==> config.mk <==
export PLATFORM = sky130hd
export DESIGN_NAME = crt_raster_gen
export DESIGN_NICKNAME = d
export VERILOG_FILES = /design/src/rtl/crt_pkg.sv /design/src/rtl/crt_sync_decode.sv /design/src/rtl/crt_h_timing.sv /design/src/rtl/crt_v_timing.sv /design/src/rtl/crt_addr_gen.sv /design/src/rtl/crt_raster_gen.sv
export SDC_FILE = /design/constraint.sdc
export NUM_CORES = 1
export LEC_CHECK = 0
export BUFFER_PORTS_ARGS = -buffer_cell sky130_fd_sc_hd__buf_2
export CORE_MARGIN = 2
export CORE_UTILIZATION = 60
export CTS_CLUSTER_SIZE = 10
export DETAILED_ROUTE_END_ITERATION = 8
export PLACE_DENSITY = 0.87
export SYNTH_ARGS = -nofsm -noshare
export SYNTH_HDL_FRONTEND = slang
export SYNTH_SLANG_ARGS = --single-unit
==> constraint.sdc <==
create_clock -name clk_i -period 6.2 [get_ports clk_i]
set_input_delay 0.62 -clock clk_i [delete_from_list [all_inputs] [get_ports clk_i]]
set_output_delay 0.62 -clock clk_i [all_outputs]
set_load 0.005 [all_outputs]
==> src/rtl/crt_pkg.sv <==
package crt_pkg;
  typedef enum logic [2:0] {
    VAR_HNONE_VPROG = 3'd0,
    VAR_HNONE_VFIX  = 3'd1,
    VAR_H16_VFIX    = 3'd2,
    VAR_BOTH16      = 3'd3
  } variant_e;

  localparam int          RUN_W    = 5;
  localparam logic [RUN_W-1:0] RUN_FULL = RUN_W'(16);
endpackage

==> src/rtl/crt_sync_decode.sv <==
module crt_sync_decode
  import crt_pkg::*;
(
  input  logic [2:0]       variant_i,
  input  logic [7:0]       width_i,
  output logic [RUN_W-1:0] h_w_o,
  output logic [RUN_W-1:0] v_w_o
);
  logic [RUN_W-1:0] h_raw, v_raw, h_z16, v_z16;

  assign h_raw = RUN_W'(width_i[3:0]);
  assign v_raw = RUN_W'(width_i[7:4]);
  assign h_z16 = (h_raw == '0) ? RUN_FULL : h_raw;
  assign v_z16 = (v_raw == '0) ? RUN_FULL : v_raw;

  always_comb begin
    unique case (variant_i)
      VAR_HNONE_VPROG: begin h_w_o = h_raw; v_w_o = v_z16;    end
      VAR_HNONE_VFIX:  begin h_w_o = h_raw; v_w_o = RUN_FULL; end
      VAR_H16_VFIX:    begin h_w_o = h_z16; v_w_o = RUN_FULL; end
      default:         begin h_w_o = h_z16; v_w_o = v_z16;    end
    endcase
  end
endmodule

==> src/rtl/crt_h_timing.sv <==
module crt_h_timing
  import crt_pkg::*;
#(
  parameter int CW = 8
) (
  input  logic             clk_i,
  input  logic             rst_ni,
  input  logic [CW-1:0]    total_i,
  input  logic [CW-1:0]    pos_i,
  input  logic [RUN_W-1:0] width_i,
  output logic [CW-1:0]    cnt_o,
  output logic             line_end_o,
  output logic             sync_o
);
  logic [CW-1:0]    cnt_q, cnt_d;
  logic             act_q;
  logic [RUN_W-1:0] run_q;

  assign line_end_o = (cnt_q >= total_i);
  assign cnt_d      = line_end_o ? '0 : cnt_q + CW'(1);

  always_ff @(posedge clk_i or negedge rst_ni) begin
    if (!rst_ni) begin
      cnt_q <= '0;
      act_q <= 1'b0;
      run_q <= '0;
    end else begin
      cnt_q <= cnt_d;
      if (cnt_d == pos_i && width_i != '0) begin
        act_q <= 1'b1;
        run_q <= RUN_W'(1);
      end else if (act_q && run_q >= width_i) begin
        act_q <= 1'b0;
      end else if (act_q) begin
        run_q <= run_q + RUN_W'(1);
      end
    end
  end

  assign cnt_o  = cnt_q;
  assign sync_o = act_q;
endmodule

==> src/rtl/crt_v_timing.sv <==
module crt_v_timing
  import crt_pkg::*;
#(
  parameter int RW = 7,
  parameter int SW = 5
) (
  input  logic             clk_i,
  input  logic             rst_ni,
  input  logic             line_end_i,
  input  logic [SW-1:0]    max_scan_i,
  input  logic [RW-1:0]    v_total_i,
  input  logic [SW-1:0]    v_adj_i,
  input  logic [RW-1:0]    v_sync_pos_i,
  input  logic [RUN_W-1:0] width_i,
  output logic [SW-1:0]    sl_o,
  output logic [RW-1:0]    row_o,
  output logic             frame_end_o,
  output logic             row_end_o,
  output logic             sync_o
);
  logic [SW-1:0]    sl_q, sl_d;
  logic [RW-1:0]    row_q, row_d;
  logic             adj_q, adj_d;
  logic [SW:0]      sl_inc;
  logic             last_line, last_row;
  logic             act_q;
  logic [RUN_W-1:0] run_q;

  assign sl_inc      = {1'b0, sl_q} + (SW+1)'(1);
  assign last_line   = !adj_q && (sl_q >= max_scan_i);
  assign last_row    = (row_q >= v_total_i);
  assign frame_end_o = line_end_i && (adj_q ? (sl_inc >= {1'b0, v_adj_i})
                                            : (last_line && last_row && v_adj_i == '0));
  assign row_end_o   = line_end_i && last_line && !frame_end_o;

  always_comb begin
    sl_d  = sl_q;
    row_d = row_q;
    adj_d = adj_q;
    if (frame_end_o) begin
      sl_d  = '0;
      row_d = '0;
      adj_d = 1'b0;
    end else if (row_end_o) begin
      sl_d  = '0;
      row_d = row_q + RW'(1);
      adj_d = last_row;  // entering the adjust lines
    end else if (line_end_i) begin
      sl_d  = sl_inc[SW-1:0];
    end
  end

  always_ff @(posedge clk_i or negedge rst_ni) begin
    if (!rst_ni) begin
      sl_q  <= '0;
      row_q <= '0;
      adj_q <= 1'b0;
      act_q <= 1'b0;
      run_q <= '0;
    end else begin
      sl_q  <= sl_d;
      row_q <= row_d;
      adj_q <= adj_d;
      if (line_end_i) begin
        if (sl_d == '0 && row_d == v_sync_pos_i && width_i != '0) begin
          act_q <= 1'b1;
          run_q <= RUN_W'(1);
        end else if (act_q && run_q >= width_i) begin
          act_q <= 1'b0;
        end else if (act_q) begin
          run_q <= run_q + RUN_W'(1);
        end
      end
    end
  end

  assign sl_o   = sl_q;
  assign row_o  = row_q;
  assign sync_o = act_q;
endmodule

==> src/rtl/crt_addr_gen.sv <==
module crt_addr_gen #(
  parameter int CW = 8,
  parameter int MW = 14
) (
  input  logic          clk_i,
  input  logic          rst_ni,
  input  logic          line_end_i,
  input  logic          row_end_i,
  input  logic          frame_end_i,
  input  logic [CW-1:0] h_disp_i,
  input  logic [MW-1:0] start_addr_i,
  output logic [MW-1:0] ma_o
);
  logic [MW-1:0] base_q, ma_q, base_inc;

  assign base_inc = base_q + MW'(h_disp_i);

  always_ff @(posedge clk_i or negedge rst_ni) begin
    if (!rst_ni) begin
      base_q <= '0;
      ma_q   <= '0;
    end else if (frame_end_i) begin
      base_q <= start_addr_i;
      ma_q   <= start_addr_i;
    end else if (row_end_i) begin
      base_q <= base_inc;
      ma_q   <= base_inc;
    end else if (line_end_i) begin
      ma_q   <= base_q;
    end else begin
      ma_q   <= ma_q + MW'(1);
    end
  end

  assign ma_o = ma_q;
endmodule

==> src/rtl/crt_raster_gen.sv <==
module crt_raster_gen
  import crt_pkg::*;
#(
  parameter int CW = 8,
  parameter int RW = 7,
  parameter int SW = 5,
  parameter int MW = 14
) (
  input  logic          clk_i,
  input  logic          rst_ni,
  input  logic [2:0]    variant_i,
  input  logic [CW-1:0] h_total_i,
  input  logic [CW-1:0] h_disp_i,
  input  logic [CW-1:0] h_sync_pos_i,
  input  logic [7:0]    sync_width_i,
  input  logic [RW-1:0] v_total_i,
  input  logic [RW-1:0] v_disp_i,
  input  logic [RW-1:0] v_sync_pos_i,
  input  logic [SW-1:0] v_adj_i,
  input  logic [SW-1:0] max_scan_i,
  input  logic [MW-1:0] start_addr_i,
  input  logic          phase_i,
  output logic          hsync_o,
  output logic          vsync_o,
  output logic          de_o,
  output logic [MW-1:0] ma_o,
  output logic [SW-1:0] ra_o,
  output logic [15:0]   vid_addr_o
);
  logic [RUN_W-1:0] h_w, v_w;
  logic [CW-1:0]    h_cnt;
  logic [RW-1:0]    row_cnt;
  logic             line_end, row_end, frame_end;

  crt_sync_decode u_dec (
    .variant_i (variant_i),
    .width_i   (sync_width_i),
    .h_w_o     (h_w),
    .v_w_o     (v_w)
  );

  crt_h_timing #(.CW(CW)) u_h (
    .clk_i      (clk_i),
    .rst_ni     (rst_ni),
    .total_i    (h_total_i),
    .pos_i      (h_sync_pos_i),
    .width_i    (h_w),
    .cnt_o      (h_cnt),
    .line_end_o (line_end),
    .sync_o     (hsync_o)
  );

  crt_v_timing #(.RW(RW), .SW(SW)) u_v (
    .clk_i        (clk_i),
    .rst_ni       (rst_ni),
    .line_end_i   (line_end),
    .max_scan_i   (max_scan_i),
    .v_total_i    (v_total_i),
    .v_adj_i      (v_adj_i),
    .v_sync_pos_i (v_sync_pos_i),
    .width_i      (v_w),
    .sl_o         (ra_o),
    .row_o        (row_cnt),
    .frame_end_o  (frame_end),
    .row_end_o    (row_end),
    .sync_o       (vsync_o)
  );

  crt_addr_gen #(.CW(CW), .MW(MW)) u_a (
    .clk_i        (clk_i),
    .rst_ni       (rst_ni),
    .line_end_i   (line_end),
    .row_end_i    (row_end),
    .frame_end_i  (frame_end),
    .h_disp_i     (h_disp_i),
    .start_addr_i (start_addr_i),
    .ma_o         (ma_o)
  );

  assign de_o       = (h_cnt < h_disp_i) && (row_cnt < v_disp_i);
  // address interleave fixed by the memory map: MW=14, SW>=3
  assign vid_addr_o = {ma_o[13:12], ra_o[2:0], ma_o[9:0], phase_i};
endmodule

==> qor.txt, run 1 <==
Slew @ Worst Pin - 992 ps
skew final - 8.01 ps
leakage dissipation - 3.15 nW
All-Layer GR Usage - 28.3%
GP Congestion - 0.946
area taken by multi-input logic gates - 3340 um^2
Slew Limit Fails - 0
crit-path most repeated cell - a21o_1
filler instances - 658
clock root cell - clkbuf_8
IO buf count - 118
Crit path required time - 5580 ps
Relative slew margins - 33.7%
Final nets - 882
Post-synth EDFFs - 0
CTS Sinks - 61
worst-skew pair later-pin latency - 340 ps
First DRT Iteration DRCs - 253
number of global-route vias before repair - 4933
Syn Nets - 784
global-route wire length before repair - 22500 um
sequential standard cell area - 1530 um^2
Slowest-stage cell, CP - dfrtp_1
post-DR wirelength/cell - 15.9 um
Routed Antenna Nets - 0
core area - 8640 um^2
grt ovf - 0
status - completed
DIE WIDTH - 97.8 um
Total Wirelength - 13500 um
dpl cell area - 5850 um^2
DR vias - 5059
Setup Fix Bufs, Post-CTS - 0
Ports - 121
synthesized area - 5280 um^2
Total Die Area - 9570 um^2
# H-tree levels - 3
crit path DAT - 2810 ps
RSZ-0062 raised after global routing - no
Layout Utilization - 70.0%
Post-Syn Instances - 638
Seq cells post-synth - 61
Setup CP Type - flop to primary output
Hold Crit Class - input port to asynchronous set/reset pin
die span in y - 97.8 um
DR DRC count - 0
TritonCTS clock tree - done
Area growth, synth to finish - 14.5%
Hold-fix buffers, CTS - 0
Top FF cell, synth - dfrtp_1
Netlist cell types - 60
slowest stage delay, CP - 460 ps
Inst Count DP - 833
Placement Rows - 34
Pwr Density - 371 nW/um^2
setup tns final - 0 ps
Tmin final - 3430 ps
initial cell density of the core - 61.2%
post_cts resized - 0
Seq/Total Area, Yosys - 28.9%
Fmax achieved - 0.292 GHz
hpwl dp - 10200 um
asr flop ratio synth - 100%
total CTS buffers - 9
Max IR drop VDD - 229 uV
final instance area - 6050 um^2
Non-Filler Instances - 847
layout cells sized above 1 - 20.0%
Critical Path End Type - primary output
Syn Area/Cell - 8.28 um^2
antenna violations before repair - 0
CP Launch Type - flop
clock edge transition at the registers on the reported setup and hold paths - 70 ps
Final Setup Violations - 0
Vias/cell - 5.97
clk buf depth - 2
max cap viols - 0
Synth warnings - 0
CP cell instances - ha_1 > a21o_1 > a21o_1 > a21o_1 > a21o_1 > a21o_1 > a21o_1 > a2111oi_0 > buf_2
pin count of the biggest net entering global routing - 62
DR pass1 iterations - 5
period utilization - 55.3%
n_diodes - 0
Max Fanout on Critical Path - 6
Fin. Hold Viols - 0
flop2flop setup slack - 2820 ps
## path summary, 6_finish.rpt
check	start	to	cells past startpoint
worst max-delay path	u_h.cnt_o[1]	de_o	9
worst min-delay path	rst_ni	u_h.cnt_o[3]	2
worst max register to register	u_v.sl_o[0]	u_v.run_q[1]	10
worst min register to register	u_a.base_q[2]	u_a.ma_o[2]	2
max in group asynchronous	rst_ni	u_v.row_o[6]	2
min in group clk_i	start_addr_i[1]	u_a.base_q[1]	3
## area by class of cell
type,count,area share (%)
multi-input combinational,482,55.2
sequential,61,25.2
timing repair buffer,123,10.4
inverter,59,3.66
clock buffer,13,2.79
tap,108,2.23
clock inverter,1,0.496
## layer usage
layer / vias up / GRT usage (%) / share of wire [%]
met5: - / 0 / 0
met4: 0 / 10.7 / 2.5
met3: 34 / 4.01 / 7.5
met2: 215 / 47.0 / 48
met1: 2385 / 37.6 / 42
li1: 2425 / - / -
## kinds of logic (layout without fill, tap and decap cells)
family | Yosys count | in the layout | share of synthesized area, %
flops | 61 | 61 | 28.9
fa+ha+maj | 63 | 63 | 15.1
mux | 5 | 5 | 0.971
simple gates | 204 | 204 | 18.3
compound gates | 153 | 153 | 19.3
xor+xnor | 57 | 57 | 9.45
buf+inv | 95 | 196 | 8.03
## worst max-delay path, delay by kind of cell (launching register included)
family | cells | cell delay [ps]
adder cells (fa/ha/maj) | 1 | 300
flip-flops | 1 | 460
AO/OA/AOI/OAI | 7 | 1510
buffers and inverters | 1 | 190
## cells in the final DEF, fill, tap and decap left out, types with 11 or more instances in the layout
| cell type | count |
|---|---|
| a21o_1 | 21 |
| a21oi_1 | 34 |
| a31oi_1 | 12 |
| buf_2 | 118 |
| clkbuf_8 | 12 |
| dfrtp_1 | 61 |
| ha_1 | 62 |
| inv_1 | 59 |
| nand2_1 | 56 |
| nand3_1 | 33 |
| nor2_1 | 49 |
| nor3_1 | 11 |
| o21ai_0 | 38 |
| xnor2_1 | 32 |
| xor2_1 | 25 |
## cell usage after synthesis (all sizes together), types with 11 or more instances
| cell type | instances | share of area, % |
|---|---|---|
| xor2 | 25 | 4.1 |
| dfrtp | 61 | 29 |
| nor2 | 50 | 3.6 |
| ha | 62 | 15 |
| o21ai | 41 | 3.9 |
| a21o | 21 | 3.0 |
| clkbuf | 12 | 0.85 |
| nand2 | 56 | 4.0 |
| a21oi | 35 | 3.3 |
| nor3 | 11 | 1.0 |
| a31oi | 12 | 1.4 |
| nand3 | 33 | 3.1 |
| xnor2 | 32 | 5.3 |
| inv | 59 | 4.2 |
| buf | 24 | 3.0 |
## sequential cells by signal (all words and copies together), names as in the netlist, 5 cells and up
signal / flops
u_v.run_q: 5
u_a.base_q: 14
u_a.ma_o: 14
u_h.run_q: 5
u_v.sl_o: 5
u_v.row_o: 7
u_h.cnt_o: 8
## power breakdown
group	leakage [nW]	total (mW)	internal [mW]	switching [mW]
logic	2.27	1.14	0.513	0.622
registers	0.779	0.739	0.535	0.204
clock network	0.102	0.372	0.215	0.157
## stage by stage
step / hold WS, ps / total power, mW / worst slack, ps
after floorplan: 324 / 1.55 / 3190
after detailed placement: 542 / 1.86 / 2640
after global routing: 522 / 2.43 / 2530
final: 433 / 2.25 / 2770
after global placement: 527 / 1.79 / 2820
after CTS: 471 / 2.24 / 2790
Power figures use the tool's default switching activity.
==> run 2: changes to the inputs <==
- ABC_AREA: not set -> 1
- CORE_UTILIZATION: 60 -> 56
- PLACE_DENSITY: 0.87 -> 0.82
- clock period: 6.2 -> 3.5 ns (I/O delays scaled with it)
==> run 2 against run 1 <==
Effect of this change:
- sequential cell count is the same
- sequential share of layout area shrank 0.82 points
- via count grew 3.4%
- design area grew 3.4%
- die area grew 9.7%
- worst hold slack lost 190 ps
- largest power group unchanged
==> qor.txt, run 2 <==
Non-Filler Instances - 971
post-DR wirelength/cell - 14.2 um
Relative slew margins - 64.1%
grt ovf - 0
synthesized area - 5430 um^2
Vias/cell - 5.39
Placement Rows - 35
Top FF cell, synth - dfrtp_1
CTS Sinks - 61
Crit path required time - 3710 ps
Setup CP Type - flop to flop
worst-skew pair later-pin latency - 350 ps
clk buf depth - 2
IO buf count - 118
WHS - 247 ps
hpwl dp - 10900 um
Routed Antenna Nets - 0
Yosys top cell area share - 28.1%
Tmin final - 3060 ps
RSZ-0062 raised after global routing - no
most common cell in the netlist - nand2_1
Netlist cell types - 53
global-route wire length before repair - 22400 um
Slew Limit Fails - 0
Slew @ Worst Pin - 538 ps
Area growth, synth to finish - 15.1%
final instance area - 6250 um^2
setup tns final - 0 ps
GP Congestion - 0.877
pin count of the biggest net entering global routing - 27
asr flop ratio synth - 100%
Setup Fix Bufs, Post-CTS - 0
die span in y - 102 um
crit path DAT - 3280 ps
Max Fanout on Critical Path - 26
Syn Nets - 875
layout cells sized above 1 - 21.1%
Syn Area/Cell - 7.45 um^2
Synth warnings - 0
max cap viols - 0
leakage dissipation - 3.58 nW
Pwr Density - 738 nW/um^2
period utilization - 87.5%
most common cell after layout, fill and taps aside - nand2_1
top cell type by total area after synthesis - dfrtp_1
skew final - 9.93 ps
All-Layer GR Usage - 27.1%
clock root cell - clkbuf_8
total CTS buffers - 9
CP cell instances - nand3_1 > xor2_1 > inv_1 > ha_1 > nand2_1 > inv_1 > nand4_1 > nand4_4 > nand3_4 > inv_2 > nor2_8 > o21ai_0 > a21oi_1 > a21oi_1 > o21ai_0
setup ws final - 438 ps
Slowest-stage cell, CP - dfrtp_1
Final Setup Violations - 0
post_cts resized - 0
Seq cells post-synth - 61
top cells by count, synth - 158 x nand2_1, 124 x inv_1, 62 x ha_1
dpl cell area - 6020 um^2
TritonCTS clock tree - done
top cells by area, synth - dfrtp_1 28%, ha_1 14%, nand2_1 11%
Final nets - 983
Post-Syn Instances - 729
antenna violations before repair - 0
Post-synth EDFFs - 0
DR pass1 iterations - 5
Total Die Area - 10500 um^2
pre-CTS worst setup slack - 457 ps
Max IR drop VDD - 387 uV
Ports - 121
Inst Count DP - 954
initial cell density of the core - 58.2%
CP Launch Type - flop
Critical Path End Type - flop
status - completed
DIE WIDTH - 102 um
slowest stage delay, CP - 510 ps
most frequent cells in the layout - 158 x nand2_1, 124 x inv_1, 118 x buf_2, 62 x ha_1, 61 x dfrtp_1
Total Wirelength - 13800 um
n_diodes - 0
DR vias - 5231
core area - 9330 um^2
Hold Crit Class - input port to flop
First DRT Iteration DRCs - 236
# H-tree levels - 3
Fmax achieved - 0.327 GHz
Fin. Hold Viols - 0
number of global-route vias before repair - 5110
clock edge transition at the registers on the reported setup and hold paths - 70 ps
DR DRC count - 0
Seq/Total Area, Yosys - 28.1%
-- run 2: worst paths after layout --
kind	from	endpoint	cells after the start	slack [ps]
min	start_addr_i[4]	u_a.ma_o[4]	3	250
min reg2reg	u_a.base_q[3]	u_a.base_q[3]	2	530
min in group asynchronous	rst_ni	u_a.ma_o[2]	2	440
max reg2reg	u_v.sl_o[0]	u_a.ma_o[10]	15	440
max	u_v.sl_o[0]	u_a.ma_o[10]	15	440
max in group asynchronous	rst_ni	u_v.sl_o[1]	3	2380
-- run 2: per-stage QoR --
stage / total power, mW / util, %
after floorplan: 3.23 / -
after global placement: 3.74 / 64.5
after detailed placement: 3.87 / 64.5
after CTS: 4.61 / 67.0
after global routing: 5.05 / 67.0
final: 4.61 / 67.0
-- run 2: logic make-up after synthesis --
group / Yosys count / synth area share (%)
buf+inv: 156 / 12.7
simple gates: 315 / 27.6
flops: 61 / 28.1
compound gates: 104 / 12.0
xor+xnor: 30 / 4.84
fa+ha+maj: 63 / 14.7
-- run 2: power breakdown --
group / internal, mW / switching, mW / total (mW)
Sequential: 1.00 / 0.381 / 1.39
Clock: 0.438 / 0.283 / 0.721
Combinational: 1.04 / 1.46 / 2.51
-- run 2: per-layer routing --
layer,part of all wire [%],global-route usage (%)
met4,3.1,12.4
met2,49,47.6
met1,43,33.1
met5,0,0
met3,5.0,3.49
-- run 2: timing repair --
item	CTS	global route
endpoints found under the hold margin	14	0
hold buffers	1	0
setup endpoints to repair	0	0
-- run 2: area by class of cell --
class                           count  area, um^2
Clock buffer                       12         155
Tap cell                          129         161
Inverter                          128         480
Sequential cell                    61        1530
Multi-Input combinational cell    512        3210
Clock inverter                      4        70.1
Timing Repair Buffer              125         646
Fill cell                         854        3080
-- run 2: critical path, delay by kind of cell (launching register included) --
family          cells  cell delay [ps]
compound gates      4              410
xor+xnor            1              230
fa+ha+maj           1              300
buf+inv             3              580
flops               1              510
simple gates        6              890
==> run 3: changes to the inputs <==
- CORE_UTILIZATION: 56 -> 55
- PLACE_DENSITY: 0.82 -> 0.81
==> run 3 against run 2 <==
Effect of this change:
- register-to-register slack barely moved
- sequential share of layout area rose by 0.18 points
- total power fell by 2.1%
- wire length up 0.17%
- sequential cell count unchanged
- utilization decreased by 2.9 points
- critical endpoint is now u_v.run_q[3]
- worst hold slack worse by 100 ps
- maximum frequency about the same
- sequential power about the same
==> qor.txt, run 3 (same netlist as run 2, synthesis figures left out) <==
skew final - 7.86 ps
post-DR wirelength/cell - 14.2 um
Hold Crit Class - input port to asynchronous set/reset pin
All-Layer GR Usage - 27.3%
Fmax achieved - 0.327 GHz
slowest stage delay, CP - 520 ps
Critical Path End Type - flop
pin count of the biggest net entering global routing - 42
total CTS buffers - 9
Slew @ Worst Pin - 934 ps
post_cts resized - 0
First DRT Iteration DRCs - 228
setup ws final - 438 ps
layout cells sized above 1 - 21.1%
DR DRC count - 0
Placement Rows - 36
RSZ-0062 raised after global routing - no
worst path buffer plus inverter count - 2
Slowest-stage cell, CP - dfrtp_1
antenna violations before repair - 0
clock edge transition at the registers on the reported setup and hold paths - 70 ps
Relative slew margins - 37.7%
leakage dissipation - 3.56 nW
most frequent cells in the layout - 158 x nand2_1, 124 x inv_1, 118 x buf_2, 62 x ha_1, 61 x dfrtp_1
global-route wire length before repair - 22900 um
CP cell instances - nand3_1 > xor2_1 > inv_1 > ha_1 > nand2_1 > inv_1 > nand4_1 > nand4_4 > nand3_4 > nand3_1 > nand2_1 > nand2_1 > nand3b_1 > nor2_2 > nand3_2 > nand3_1 > nand2_1
clock root cell - clkbuf_8
period utilization - 87.5%
hpwl dp - 11000 um
WHS - 147 ps
Pwr Density - 728 nW/um^2
initial cell density of the core - 56.1%
DR pass1 iterations - 4
DIE WIDTH - 103 um
Max Fanout on Critical Path - 26
status - completed
Final Setup Violations - 0
Area growth, synth to finish - 14.3%
Final nets - 981
area taken by multi-input logic gates - 3210 um^2
crit path DAT - 3300 ps
worst-skew pair later-pin latency - 340 ps
grt ovf - 0
crit-path most repeated cell - nand2_1
die span in y - 103 um
Setup Fix Bufs, Post-CTS - 0
filler instances - 856
CTS Sinks - 61
Hold-fix buffers, CTS - 0
DR vias - 5099
CP Launch Type - flop
Total Wirelength - 13800 um
n_diodes - 0
Top delay family on crit path - simple AND/OR/NAND/NOR gates
core area - 9680 um^2
sequential standard cell area - 1530 um^2
IO buf count - 118
most common cell after layout, fill and taps aside - nand2_1
number of global-route vias before repair - 5055
clk buf depth - 2
Setup CP Type - flop to flop
Vias/cell - 5.24
Max IR drop VDD - 388 uV
Tmin final - 3060 ps
Slew Limit Fails - 0
Crit path required time - 3730 ps
pre-CTS worst setup slack - 464 ps
max cap viols - 0
Ports - 121
Fin. Hold Viols - 0
setup tns final - 0 ps
Routed Antenna Nets - 0
TritonCTS clock tree - done
Total Die Area - 10700 um^2
# H-tree levels - 3
GP Congestion - 0.948
[run 3: changes by cell type in the layout (fill, tap and decap cells not counted), sizes merged]
cell | previous run | this run
dlygate4sd3 | 1 | 0
buf | 124 | 123
clkbuf | 12 | 11
clkinv | 2 | 4
bufinv | 2 | 1
[run 3: area by class of cell]
type,instances,area share [%]
clock buffer,11,2.28
clock inverter,5,0.807
inverter,128,7.74
multi-input combinational,512,51.8
sequential,61,24.6
tap,133,2.68
timing repair buffer,123,10.1
[run 3: worst paths after layout]
path                                  from       endpoint  slack, ps  depth (start not counted)
min in group clk_i         start_addr_i[8]    u_a.ma_o[8]        240                          3
min reg2reg                  u_a.base_q[2]  u_a.base_q[2]        520                          2
max                            u_v.sl_o[0]   u_v.run_q[3]        440                         17
max reg2reg                    u_v.sl_o[0]   u_v.run_q[3]        440                         17
min                                 rst_ni   u_h.run_q[3]        150                          1
max in group asynchronous           rst_ni      u_v.adj_q       2620                          2
[run 3: per-layer routing]
layer / vias up / wire length [um] / track usage (%)
met5: - / 0 / 0
met4: 0 / 269 / 8.30
met3: 26 / 587 / 4.64
met2: 124 / 6990 / 48.1
met1: 2369 / 5990 / 34.2
li1: 2580 / - / -
[run 3: power breakdown]
part	leakage [nW]	switching, mW	internal (mW)
clock network	0.103	0.285	0.344
registers	0.764	0.383	1.00
logic	2.69	1.46	1.04
[run 3: metrics by stage]
step	utilization, %	area, um^2	total power, mW	std cells
after global routing	64.1	6200	4.99	973
after floorplan	-	5430	3.23	729
final	64.1	6200	4.51	973
after global placement	62.1	6010	3.74	957
after CTS	64.1	6200	4.53	973
after detailed placement	62.1	6010	3.87	957
